$ cat src/rtl/mc_obt_pkg.sv
package mc_obt_pkg;
  localparam int OB_NUM_REG = 4;
  localparam int OB_REG_W   = 8;
  // register that stays partly writable while the lock bit is set
  localparam int OB_LOCK_EXEMPT = 2;
  // CPU address bits [15:13] of the register window
  localparam logic [2:0] OB_WIN_TAG = 3'b011;
  typedef logic [OB_REG_W-1:0] obreg_t;
endpackage

$ cat src/rtl/mc_obt_regs.sv
module mc_obt_regs
  import mc_obt_pkg::*;
#(
  parameter int ADDR_W = 16,
  parameter int DATA_W = 8,
  parameter int DIP_W  = 4
) (
  input  logic                           clk,
  input  logic                           rst,
  input  logic                           soft_rst,
  input  logic                           cpu_we,
  input  logic [ADDR_W-1:0]              cpu_addr,
  input  logic [DATA_W-1:0]              cpu_wdata,
  output logic [OB_NUM_REG*OB_REG_W-1:0] reg_flat,
  output logic [DIP_W-1:0]               dip_q,
  output logic                           ram_we
);
  localparam int SEL_W = $clog2(OB_NUM_REG);

  obreg_t            reg_q [OB_NUM_REG];
  logic              win_hit;
  logic [SEL_W-1:0]  sel;
  logic              locked;

  assign win_hit = cpu_we && (cpu_addr[ADDR_W-1 -: 3] == OB_WIN_TAG);
  assign sel     = cpu_addr[SEL_W-1:0];
  assign locked  = reg_q[0][7];
  assign ram_we  = win_hit;

  always_ff @(posedge clk) begin
    if (rst) begin
      for (int i = 0; i < OB_NUM_REG; i++) reg_q[i] <= '0;
      dip_q <= '0;
    end else if (soft_rst) begin
      for (int i = 0; i < OB_NUM_REG; i++) reg_q[i] <= '0;
      dip_q <= dip_q + 1'b1;
    end else if (win_hit) begin
      if (!locked)
        reg_q[sel] <= cpu_wdata[OB_REG_W-1:0];
      else if (sel == SEL_W'(OB_LOCK_EXEMPT))
        reg_q[OB_LOCK_EXEMPT][1:0] <= cpu_wdata[1:0];
    end
  end

  for (genvar g = 0; g < OB_NUM_REG; g++) begin : g_flat
    assign reg_flat[g*OB_REG_W +: OB_REG_W] = reg_q[g];
  end

  logic unused_addr;
  assign unused_addr = ^{cpu_addr[ADDR_W-4:SEL_W]};
endmodule

$ cat src/rtl/mc_obt_prg_map.sv
module mc_obt_prg_map
  import mc_obt_pkg::*;
#(
  parameter int NUM_WIN   = 4,
  parameter int PRG_IN_W  = 8,
  parameter int PRG_OUT_W = 7
) (
  input  obreg_t                         ctl0,
  input  obreg_t                         ctl1,
  input  logic [PRG_IN_W-1:0]            r6,
  input  logic [NUM_WIN*PRG_IN_W-1:0]    inner_prg,
  output logic [NUM_WIN*PRG_OUT_W-1:0]   prg_bank
);
  localparam logic [PRG_OUT_W-1:0] MASK_WIDE   = PRG_OUT_W'(8'h1F);
  localparam logic [PRG_OUT_W-1:0] MASK_NARROW = PRG_OUT_W'(8'h0F);

  logic [PRG_OUT_W-1:0] mask;
  logic [PRG_OUT_W-1:0] outer;

  always_comb begin
    mask     = ctl1[2] ? MASK_NARROW : MASK_WIDE;
    outer    = '0;
    outer[6] = ctl0[4];
    outer[5:4] = ctl1[1:0];
  end

  for (genvar w = 0; w < NUM_WIN; w++) begin : g_win
    localparam logic [1:0] WIDX = 2'(w);
    logic [PRG_IN_W-1:0]  fixed_base;
    logic [PRG_OUT_W-1:0] base;
    always_comb begin
      if (ctl1[3]) fixed_base = {r6[PRG_IN_W-1:1], WIDX[0]};
      else         fixed_base = {r6[PRG_IN_W-1:2], WIDX};
      if (ctl1[7]) base = PRG_OUT_W'(fixed_base);
      else         base = PRG_OUT_W'(inner_prg[w*PRG_IN_W +: PRG_IN_W]);
    end
    assign prg_bank[w*PRG_OUT_W +: PRG_OUT_W] = (base & mask) | (outer & ~mask);
  end
endmodule

$ cat src/rtl/mc_obt_chr_map.sv
module mc_obt_chr_map
  import mc_obt_pkg::*;
#(
  parameter int CHR_IN_W  = 8,
  parameter int CHR_OUT_W = 10
) (
  input  obreg_t                 ctl0,
  input  obreg_t                 ctl1,
  input  obreg_t                 ctl2,
  input  logic [2:0]             ppu_a_hi,
  input  logic [CHR_IN_W-1:0]    inner_chr,
  output logic [CHR_OUT_W-1:0]   chr_bank
);
  localparam logic [CHR_OUT_W-1:0] MASK_WIDE   = CHR_OUT_W'(10'h0FF);
  localparam logic [CHR_OUT_W-1:0] MASK_NARROW = CHR_OUT_W'(10'h07F);

  logic [CHR_OUT_W-1:0] mask;
  logic [CHR_OUT_W-1:0] outer;
  logic [CHR_OUT_W-1:0] base;

  always_comb begin
    mask       = ctl1[6] ? MASK_NARROW : MASK_WIDE;
    outer      = '0;
    outer[9]   = ctl0[5];
    outer[8:7] = ctl1[5:4];
    if (ctl0[3]) base = CHR_OUT_W'({ctl2, ppu_a_hi});
    else         base = CHR_OUT_W'(inner_chr);
  end

  assign chr_bank = (base & mask) | (outer & ~mask);
endmodule

$ cat src/rtl/mc_outer_bank.sv
module mc_outer_bank
  import mc_obt_pkg::*;
#(
  parameter int ADDR_W    = 16,
  parameter int DATA_W    = 8,
  parameter int NUM_WIN   = 4,
  parameter int PRG_IN_W  = 8,
  parameter int PRG_OUT_W = 7,
  parameter int CHR_IN_W  = 8,
  parameter int CHR_OUT_W = 10,
  parameter int DIP_W     = 4
) (
  input  logic                         clk,
  input  logic                         rst,
  input  logic                         soft_rst,
  input  logic [ADDR_W-1:0]            cpu_addr,
  input  logic [DATA_W-1:0]            cpu_wdata,
  input  logic                         cpu_we,
  input  logic [2:0]                   ppu_a_hi,
  input  logic [NUM_WIN*PRG_IN_W-1:0]  inner_prg,
  input  logic [PRG_IN_W-1:0]          inner_r6,
  input  logic [CHR_IN_W-1:0]          inner_chr,
  output logic [NUM_WIN*PRG_OUT_W-1:0] prg_bank,
  output logic [CHR_OUT_W-1:0]         chr_bank,
  output logic                         ram_we,
  output logic                         rd_override,
  output logic [DATA_W-1:0]            rd_data
);
  logic [OB_NUM_REG*OB_REG_W-1:0] reg_flat;
  logic [DIP_W-1:0]               dip_q;
  obreg_t ctl0, ctl1, ctl2;

  mc_obt_regs #(.ADDR_W(ADDR_W), .DATA_W(DATA_W), .DIP_W(DIP_W)) u_regs (
    .clk(clk), .rst(rst), .soft_rst(soft_rst), .cpu_we(cpu_we),
    .cpu_addr(cpu_addr), .cpu_wdata(cpu_wdata),
    .reg_flat(reg_flat), .dip_q(dip_q), .ram_we(ram_we)
  );

  assign ctl0 = reg_flat[0*OB_REG_W +: OB_REG_W];
  assign ctl1 = reg_flat[1*OB_REG_W +: OB_REG_W];
  assign ctl2 = reg_flat[2*OB_REG_W +: OB_REG_W];

  mc_obt_prg_map #(.NUM_WIN(NUM_WIN), .PRG_IN_W(PRG_IN_W), .PRG_OUT_W(PRG_OUT_W)) u_prg (
    .ctl0(ctl0), .ctl1(ctl1), .r6(inner_r6),
    .inner_prg(inner_prg), .prg_bank(prg_bank)
  );

  mc_obt_chr_map #(.CHR_IN_W(CHR_IN_W), .CHR_OUT_W(CHR_OUT_W)) u_chr (
    .ctl0(ctl0), .ctl1(ctl1), .ctl2(ctl2), .ppu_a_hi(ppu_a_hi),
    .inner_chr(inner_chr), .chr_bank(chr_bank)
  );

  // switch readback over the ROM area
  assign rd_override = ctl0[6] && cpu_addr[ADDR_W-1];
  assign rd_data     = DATA_W'(dip_q);

  logic unused_top;
  assign unused_top = ^{reg_flat[OB_NUM_REG*OB_REG_W-1:3*OB_REG_W], ctl0[2:0]};
endmodule

$ cat config.mk
export PLATFORM = sky130hd
export DESIGN_NAME = mc_outer_bank
export DESIGN_NICKNAME = d
export VERILOG_FILES = /design/src/rtl/mc_obt_pkg.sv /design/src/rtl/mc_obt_regs.sv /design/src/rtl/mc_obt_prg_map.sv /design/src/rtl/mc_obt_chr_map.sv /design/src/rtl/mc_outer_bank.sv
export SDC_FILE = /design/constraint.sdc
export NUM_CORES = 1
export LEC_CHECK = 0
export ABC_CLOCK_PERIOD_IN_PS = 5900
export CORE_MARGIN = 1
export CORE_UTILIZATION = 30
export CTS_CLUSTER_DIAMETER = 30
export DETAILED_ROUTE_END_ITERATION = 6
export PLACE_DENSITY = 0.8
export SYNTH_ARGS = -nofsm -noshare
export SYNTH_HDL_FRONTEND = slang
export SYNTH_SLANG_ARGS = --single-unit
$ cat constraint.sdc
create_clock -name clk -period 5.9 [get_ports clk]
set_input_delay 0.885 -clock clk [delete_from_list [all_inputs] [get_ports clk]]
set_output_delay 0.885 -clock clk [all_outputs]
set_load 0.03 [all_outputs]
==> results.py <==
metrics = {
    "outcome": {
        "status": "complete, no violations",
    },
    "power": {
        "vdd_drop_max_uv": 114.6,
        "p_leak_nw": 0.9107,
        "cellPowerDensity_nw_per_um2": 193.1,
    },
    "detailed_routing": {
        "drtIter0Drc": 19,
        "routed_via_density": 4.556,
        "via_count": 1335,
        "wl_per_cell_um": 12.02,
        "dr.pass1.iters": 4,
        "remaining_drc_errors": 0,
        "ant_nets": 0,
        "wirelength_um": 3523,
    },
    "synthesis": {
        "post_synth_main_area_contributors": "edfxtp_1 (37%), buf_4 (7.7%), nor4_2 (7.7%)",
        "yosysUniqueCellTypes": 35,
        "syn_inst": 145,
        "synth_edf_count": 18,
        "synth_seq_area_share_pct": 42.32,
        "yosysWarnings": 0,
        "synth_most_common_cell": "inv_1",
        "async_flop_share_pct": 0,
        "yosys-top-cells-count": "inv_1 (19), edfxtp_1 (18), buf_4 (15)",
        "ys.flop_type": "edfxtp_1",
        "synth.avg_cell_area_sq_um": 10.11,
        "synth_seq_cells": 22,
        "yosys.area.top_type": "edfxtp_1",
        "netlist.area_leader.share_pct": 36.86,
        "synth_area_sq_um": 1466,
    },
    "final_layout": {
        "fin_nets": 307,
        "fin_area_sq_um": 2445,
        "drive_gt1_share_pct": 12.83,
        "seq_area_sq_um": 620.6,
        "multi_input_area_sq_um": 635.6,
        "area_growth_syn_to_layout_pct": 66.72,
        "fillers": 432,
        "diodes": 0,
        "fin_cells": 293,
    },
    "worst_setup_path": {
        "cp-start-kind": "input pin",
        "worstPathArrival_ps": 2450,
        "critPathMaxFanout": 23,
        "cp-end-kind": "output port",
        "critPathMaxStageDelay_ps": 670,
        "path_cells": "clkdlybuf4s50_1 > nand4b_1 > buf_4 > inv_1 > clkdlybuf4s50_1",
        "crit_type": "input pin to output port",
        "cp_slowest_cell": "clkdlybuf4s50_1",
        "cp.buffers_inverters": 4,
        "cp_data_required_time_ps": 5020,
        "path_delay_family": "buffers and inverters",
        "path_common_cell": "clkdlybuf4s50_1",
    },
    "floorplanning": {
        "core_sq_um": 4723,
        "die_w_um": 71.92,
        "io_pins": 127,
        "floorplan.initialDensity_pct": 31.05,
        "core.rowCount": 25,
        "die_h_um": 71.92,
        "die_area_sq_um": 5172,
    },
    "timing": {
        "worst_pin_slew_ps": 1069,
        "finalMaxSlewViolations": 0,
        "post-route-period-util_pct": 56.55,
        "max_freq_ghz": 0.2997,
        "rsz0062_at_grt": "no",
        "clock_skew_ps": 4.310,
        "tns_ps": 0,
        "finalHoldViolCount": 0,
        "finalSetupViolCount": 0,
        "setup_slack_ps": 2563,
        "layout_min_cycle_time_ps": 3337,
        "relSlewSlack_pct": 27.82,
        "timing.hold.ws_ps": 563.6,
    },
    "clocking": {
        "numCtsBuffers": 3,
        "hold_buffers": 0,
        "tritoncts": "done",
        "cts_sinks": 22,
        "clock_tree.root_cell": "clkbuf_8",
        "cts.path.max_buffers": 2,
        "h-tree-depth": 1,
        "clk_latency_ps": 260,
        "post_cts_buffers": 0,
        "cts_resized": 0,
        "path_clk_slew_ps": 80,
    },
    "global_route": {
        "track_usage_pct": 13.08,
        "grt_pass1_vias": 1222,
        "grt_pass1_wl_um": 5361,
        "antenna_found_initial": 0,
        "overflow": 0,
        "grt_max_degree": 26,
    },
    "job": {
        "max_cap_viol_count": 0,
    },
    "place": {
        "place.gp.congestion": 0.7311,
        "hpwl_um": 2838,
        "pre_cts_ws_ps": 2413,
        "place_area_sq_um": 2374,
        "placedCellCount": 289,
        "place.port_buffers": 95,
    },
    "worst_hold_path": {
        "hp-class": "flip-flop to flip-flop",
    },
}
[kinds of logic (layout without fill, tap and decap cells)]
kind of cell	count (synthesis)	after routing	share of synthesized area (%)
xor gates and xnor gates	1	1	0.5974
buffers and inverters	42	120	15.61
and+or+nand+nor	44	44	23.12
other	1	4	0.2557
adders and majority gates	1	1	0.8531
muxes	10	10	7.509
DFF	22	22	42.32
AOI/OAI and AO/OA	24	24	9.728
[sequential cells by signal (all words and copies together) (netlist names)]
signal        flops
u_regs.dip_q      4
u_regs.reg_q     18
[per-layer routing]
| layer | vias up | global-route usage (%) | routed length, um |
|---|---|---|---|
| met4 | 0 | 3.268 | 42 |
| met5 | - | 0 | 0 |
| met3 | 4 | 3.889 | 346 |
| met2 | 71 | 25.37 | 1729 |
| li1 | 658 | - | - |
| met1 | 602 | 13.68 | 1405 |
[final timing paths]
path | from | end | slack [ps] | cells past startpoint
hold reg to reg | u_regs.dip_q[1]$_SDFFE_PP0P_ | u_regs.dip_q[1]$_SDFFE_PP0P_ | 560 | 2
hold / removal | u_regs.dip_q[1]$_SDFFE_PP0P_ | u_regs.dip_q[1]$_SDFFE_PP0P_ | 560 | 2
setup / recovery | cpu_addr[15] | ram_we | 2560 | 5
setup reg to reg | u_regs.reg_q[0][7]$_SDFFCE_PN0P_ | u_regs.reg_q[0][3]$_SDFFCE_PN0P_ | 4050 | 1
[placed cells by master, fill, tap and decap left out, drive strengths merged, types with 3 or more instances in the layout]
master,count
a21oi,6
clkbuf,3
clkdlybuf4s50,95
conb,4
dfxtp,4
edfxtp,18
inv,19
mux2,8
nand2,4
nand2b,5
nor2,4
nor2b,4
nor4,16
o21ai,12
[stage by stage]
stage,utilization (%),total power [W]
after floorplan,-,0.0002653
after global placement,50.25,0.0003344
after global routing,51.76,0.0004908
after detailed placement,50.25,0.0003367
final,51.76,0.0004721
after CTS,51.76,0.0004766
[layout make-up]
type	instances	area share [%]
clock inverters	1	1.228
multi-input cells	84	26.00
well taps	67	3.429
flip-flops and latches	22	25.38
inverters	20	3.071
clock buffers	3	1.689
repair buffers	96	39.20
[power breakdown]
group / leakage [nW] / total [W] / switching [W] / internal [W]
clock network: 0.0357 / 0.000140 / 0.0000494 / 0.0000906
logic: 0.642 / 0.000151 / 0.0000762 / 0.0000746
registers: 0.233 / 0.000181 / 0.00000677 / 0.000174
Power figures use the tool's default switching activity.
